--- config.mk ---
export PLATFORM = sky130hd
export DESIGN_NAME = rs485_mdrop_ctrl
export DESIGN_NICKNAME = d
export VERILOG_FILES = /design/src/rtl/rs485_mdrop_pkg.sv /design/src/rtl/rs485_rst_sync.sv /design/src/rtl/rs485_addr_filter.sv /design/src/rtl/rs485_dir_drive.sv /design/src/rtl/rs485_mdrop_ctrl.sv
export SDC_FILE = /design/constraint.sdc
export NUM_CORES = 1
export LEC_CHECK = 0
export ABC_CLOCK_PERIOD_IN_PS = 1000
export BUFFER_PORTS_ARGS = -buffer_cell sky130_fd_sc_hd__buf_4
export CELL_PAD_IN_SITES_DETAIL_PLACEMENT = 1
export CELL_PAD_IN_SITES_GLOBAL_PLACEMENT = 2
export CORE_ASPECT_RATIO = 1.1
export CORE_UTILIZATION = 29
export DETAILED_ROUTE_END_ITERATION = 7
export PLACE_DENSITY_LB_ADDON = 0.15
export SYNTH_ARGS = -nofsm -noshare
export SYNTH_HDL_FRONTEND = slang
export SYNTH_SLANG_ARGS = --single-unit
--- constraint.sdc ---
create_clock -name clk -period 1 [get_ports clk]
set_input_delay 0.1 -clock clk [delete_from_list [all_inputs] [get_ports clk]]
set_output_delay 0.1 -clock clk [all_outputs]
set_load 0.03 [all_outputs]
--- src/rtl/rs485_mdrop_pkg.sv ---
package rs485_mdrop_pkg;
  localparam int DIR_PINS = 2;

  typedef struct packed {
    logic en;
    logic sel;
    logic inv;
  } dir_cfg_t;
endpackage

--- src/rtl/rs485_rst_sync.sv ---
module rs485_rst_sync #(
  parameter int STAGES = 2
) (
  input  logic clk,
  input  logic rst_n,
  output logic rst_sync_n
);
  logic [STAGES-1:0] chain_q;

  always_ff @(posedge clk or negedge rst_n) begin
    if (!rst_n) chain_q <= '0;
    else        chain_q <= {chain_q[STAGES-2:0], 1'b1};
  end

  assign rst_sync_n = chain_q[STAGES-1];
endmodule

--- src/rtl/rs485_addr_filter.sv ---
module rs485_addr_filter #(
  parameter int DATA_W = 8
) (
  input  logic              clk,
  input  logic              rst_n,
  input  logic [DATA_W-1:0] rx_data,
  input  logic              rx_bit9,
  input  logic              rx_valid,
  input  logic              multidrop,
  input  logic              auto_addr,
  input  logic [DATA_W-1:0] station,
  input  logic              rxoff_we,
  input  logic              rxoff_val,
  output logic [DATA_W-1:0] out_data,
  output logic              out_valid,
  output logic              out_is_addr,
  output logic              addr_irq,
  output logic              rx_off
);
  logic [DATA_W-1:0] data_q, data_d;
  logic              valid_q, valid_d;
  logic              isaddr_q, isaddr_d;
  logic              irq_q, irq_d;
  logic              off_q, off_d;
  logic              addr_byte, hw_match, hw_decide;

  always_comb begin
    addr_byte = multidrop & rx_bit9;
    hw_match  = (rx_data == station);
    hw_decide = rx_valid & addr_byte & auto_addr;

    valid_d = 1'b0;
    if (rx_valid) begin
      if (addr_byte && auto_addr) valid_d = hw_match;
      else                        valid_d = ~off_q;
    end
    isaddr_d = valid_d & addr_byte;
    irq_d    = rx_valid & addr_byte;
    data_d   = valid_d ? rx_data : data_q;

    off_d = off_q;
    if (hw_decide)     off_d = ~hw_match;
    else if (rxoff_we) off_d = rxoff_val;
  end

  always_ff @(posedge clk or negedge rst_n) begin
    if (!rst_n) begin
      data_q   <= '0;
      valid_q  <= 1'b0;
      isaddr_q <= 1'b0;
      irq_q    <= 1'b0;
      off_q    <= 1'b0;
    end else begin
      data_q   <= data_d;
      valid_q  <= valid_d;
      isaddr_q <= isaddr_d;
      irq_q    <= irq_d;
      off_q    <= off_d;
    end
  end

  assign out_data    = data_q;
  assign out_valid   = valid_q;
  assign out_is_addr = isaddr_q;
  assign addr_irq    = irq_q;
  assign rx_off      = off_q;
endmodule

--- src/rtl/rs485_dir_drive.sv ---
module rs485_dir_drive
  import rs485_mdrop_pkg::*;
(
  input  logic                clk,
  input  logic                rst_n,
  input  logic                tx_active,
  input  dir_cfg_t            cfg,
  input  logic [DIR_PINS-1:0] modem,
  output logic [DIR_PINS-1:0] pins
);
  logic [DIR_PINS-1:0] pins_q, pins_d;
  logic                dir_level;

  assign dir_level = tx_active ^ cfg.inv;

  for (genvar i = 0; i < DIR_PINS; i++) begin : g_pin
    always_comb begin
      if (cfg.en && (cfg.sel == 1'(i))) pins_d[i] = dir_level;
      else                              pins_d[i] = modem[i];
    end
  end

  always_ff @(posedge clk or negedge rst_n) begin
    if (!rst_n) pins_q <= '0;
    else        pins_q <= pins_d;
  end

  assign pins = pins_q;
endmodule

--- src/rtl/rs485_mdrop_ctrl.sv ---
module rs485_mdrop_ctrl
  import rs485_mdrop_pkg::*;
#(
  parameter int DATA_W      = 8,
  parameter int SYNC_STAGES = 2
) (
  input  logic              clk,
  input  logic              rst_n,
  input  logic [DATA_W-1:0] rx_data,
  input  logic              rx_bit9,
  input  logic              rx_valid,
  input  logic              tx_active,
  input  logic              cfg_multidrop,
  input  logic              cfg_auto_addr,
  input  logic [DATA_W-1:0] cfg_station,
  input  logic              rxoff_we,
  input  logic              rxoff_val,
  input  logic              cfg_dir_en,
  input  logic              cfg_dir_sel,
  input  logic              cfg_dir_inv,
  input  logic              rts_modem,
  input  logic              dtr_modem,
  output logic [DATA_W-1:0] out_data,
  output logic              out_valid,
  output logic              out_is_addr,
  output logic              addr_irq,
  output logic              rx_off,
  output logic              rts_pin,
  output logic              dtr_pin
);
  logic                rst_sync_n;
  dir_cfg_t            dir_cfg;
  logic [DIR_PINS-1:0] modem_vec, pin_vec;

  rs485_rst_sync #(.STAGES(SYNC_STAGES)) u_rst (
    .clk(clk), .rst_n(rst_n), .rst_sync_n(rst_sync_n)
  );

  rs485_addr_filter #(.DATA_W(DATA_W)) u_filt (
    .clk(clk), .rst_n(rst_sync_n),
    .rx_data(rx_data), .rx_bit9(rx_bit9), .rx_valid(rx_valid),
    .multidrop(cfg_multidrop), .auto_addr(cfg_auto_addr), .station(cfg_station),
    .rxoff_we(rxoff_we), .rxoff_val(rxoff_val),
    .out_data(out_data), .out_valid(out_valid), .out_is_addr(out_is_addr),
    .addr_irq(addr_irq), .rx_off(rx_off)
  );

  assign dir_cfg   = '{en: cfg_dir_en, sel: cfg_dir_sel, inv: cfg_dir_inv};
  assign modem_vec = {dtr_modem, rts_modem};

  rs485_dir_drive u_dir (
    .clk(clk), .rst_n(rst_sync_n), .tx_active(tx_active),
    .cfg(dir_cfg), .modem(modem_vec), .pins(pin_vec)
  );

  assign rts_pin = pin_vec[0];
  assign dtr_pin = pin_vec[1];
endmodule

==> results.py <==
metrics = {
    "status": {
        "status": "finished, violations left",
        "violations": "design-rule violations, negative setup slack",
    },
    "setup_path": {
        "worst_path_most_repeated_cell": "buf_6",
        "end_kind": "primary output",
        "crit_slowest_cell": "dfrtp_2",
        "path_buf_inv": 3,
        "cp.arrival_ns": 1.13,
        "critPathTopFamily": "flip-flops",
        "start_kind": "flip-flop",
        "slowest_delay_ns": 0.45,
        "crit_fanout": 2,
        "cp_cell_sequence": "buf_4 -> buf_6 -> buf_6",
        "required_ns": 0.90,
        "critPathKind": "reg2out",
    },
    "sta": {
        "setup_viol": 12,
        "max_freq_mhz": 816,
        "layout_setup_ws_ns": -0.226,
        "rsz0062_at_grt": "yes",
        "min_period_over_period_pct": 123,
        "clock_skew_ns": 0.00881,
        "min_period_ns": 1.23,
        "maxSlewViolCount": 0,
        "final_hold_viol_count": 0,
        "hold_slack_ns": 0.0159,
    },
    "floorplan": {
        "die-area_um2": 3580,
        "rows": 21,
        "num_io_pins": 44,
        "core-area_um2": 3130,
        "die_x_um": 57.1,
        "start_util_pct": 31.0,
        "die_y_um": 62.6,
    },
    "logic_synthesis": {
        "synth_top_area_cell": "dfrtp_1",
        "post-synth-top-count-cell": "dfrtp_1",
        "synthCells": 90,
        "async_flop_share_pct": 100,
        "ys_seq_elements": 16,
        "syn-num-nets": 120,
        "synth_top_area_share_pct": 41.3,
        "ys_types": 25,
        "avgSynthCellArea_um2": 10.8,
        "synth-main-ff-cell": "dfrtp_1",
        "ys_top_cells_by_count": "dfrtp_1 (16), and2_2 (9), xnor2_1 (9)",
        "syn_area_um2": 970,
        "seq_area_frac_synth_pct": 41.3,
        "synthTopCellsByArea": "dfrtp_1 (41%), mux2i_1 (8.3%), xnor2_1 (8.1%), and2_2 (7.0%), o211ai_1 (6.2%)",
        "synth_warnings": 0,
        "synth-edff-count": 0,
    },
    "global_routing": {
        "grt_pass1_wl_mm": 5.15,
        "first_global_vias": 1188,
        "grt.overflow.total": 0,
        "grtUsageTotal_pct": 18.9,
        "antenna_found_initial": 0,
        "grt_max_degree": 12,
    },
    "routing": {
        "first_pass_iters": 6,
        "vias": 1039,
        "initialDrtViolationCount": 28,
        "wirelength_mm": 3.03,
        "final_antenna_net_count": 0,
        "via_per_inst": 5.22,
        "avgRoutedWirePerCell_um": 15.2,
        "drc": 7,
    },
    "cts": {
        "h-tree-depth": 1,
        "clockBufferDepth": 2,
        "worstSkewPairLatency_ns": 0.31,
        "tritoncts": "done",
        "cts_buffers": 3,
        "clkSlewWorstSetupHoldPaths_ns": 0.11,
        "numClockSinks": 16,
        "root_buffer": "clkbuf_4",
    },
    "final_layout": {
        "drive_gt1_share_pct": 56.4,
        "finish.utilization_pct": 52.9,
        "antenna_cells": 0,
        "layout.nets": 196,
        "seqCellArea_um2": 402,
        "syn2layout_area_growth_pct": 70.6,
        "fillers": 358,
        "fin_cells": 199,
        "multi_input_area_um2": 538,
    },
    "placement": {
        "gp_congestion": 0.727,
        "dpl.cell_count": 183,
        "io_buffer_count": 43,
        "hpwl_mm": 2.23,
    },
    "pwr": {
        "ir_drop_uv": 749,
        "cellLeakagePower_uw": 0.000773,
        "p_total_uw": 2230,
        "cellPowerDensity_nw_per_um2": 1350,
    },
    "hold_path": {
        "hold_path.class": "in2reg",
    },
    "run": {
        "maxCapViolations": 0,
    },
}
[kinds of logic (layout without fill, tap and decap cells)]
group,count (synthesis),count (layout),synth area share [%]
mux,8,8,8.26
xor+xnor,9,9,8.13
simple gates,36,36,25.8
other cells,1,1,0.387
buf+inv,5,80,4.77
compound gates,15,15,11.4
flops,16,16,41.3
[flip-flops by register name, summed over array words and instances, names as in the netlist]
register	cells
u_rst.chain_q	2
u_dir.pins	2
u_filt.out_valid	1
u_filt.rx_off	1
u_filt.out_data	8
u_filt.addr_irq	1
u_filt.out_is_addr	1
[power by group]
part	internal [uW]	leakage (uW)	switching (uW)
combinational	539	0.000569	476
clock	156	0.0000150	239
sequential	744	0.000189	75.6
[metrics by stage]
stage	setup WS, ns	setup TNS, ns	area, um2
finish	-0.226	-2.26	1650
global route	-0.298	-2.96	1650
CTS	-0.219	-2.04	1590
detailed placement	-0.267	-2.36	1460
global placement	-0.247	-2.36	1460
floorplan	-0.157	-1.44	972
[final timing paths]
path / startpoint / end / slack, ns / cells after the start
max reg2reg: u_filt.rx_off / u_filt.out_data[7] / -0.22 / 4
max: u_filt.rx_off / rx_off / -0.23 / 3
min reg2reg: u_rst.chain_q[1] / u_filt.out_valid / 0.07 / 0
min: rts_modem / u_dir.pins[0] / 0.02 / 3
min in group asynchronous: u_rst.chain_q[1] / u_filt.out_valid / 0.07 / 0
max in group asynchronous: u_rst.chain_q[1] / u_filt.rx_off / 0.53 / 1
[cells in the final DEF (no fill, tap or decap), drive strengths merged, types with 2 or more instances in the layout]
master       instances
and4                 3
o211ai               8
mux2i                8
and3                 2
and2                 9
nand4               10
o21ai                2
clkbuf               4
nand3                9
buf                 72
xnor2                9
dfrtp               16
dlygate4sd3          3
[cell type report]
class / instances / share of cell area, %
repair buffers: 76 / 39.0
clock buffers: 4 / 1.59
flip-flops and latches: 16 / 24.3
well taps: 34 / 2.57
multi-input cells: 69 / 32.5
[metal layers]
| metal | GRT usage, % | routed length [um] |
|---|---|---|
| met5 | 0 | 0 |
| met4 | 7.32 | 52 |
| met3 | 2.69 | 111 |
| met2 | 34.9 | 1650 |
| met1 | 21.5 | 1220 |
[tightest hold or removal path, cell delays in order]
cell and delay, ns:
buf_4 0.08, nand2_1 0.03, o21ai_0 0.07
[what timing repair did]
item,CTS,global route
gates cloned,1,0
hold buffers,3,0
setup buffers,3,5
gates resized for setup,4,6
setup endpoints to repair,16,20
hold endpoints to repair,3,0
(Power assumes the default switching activity.)
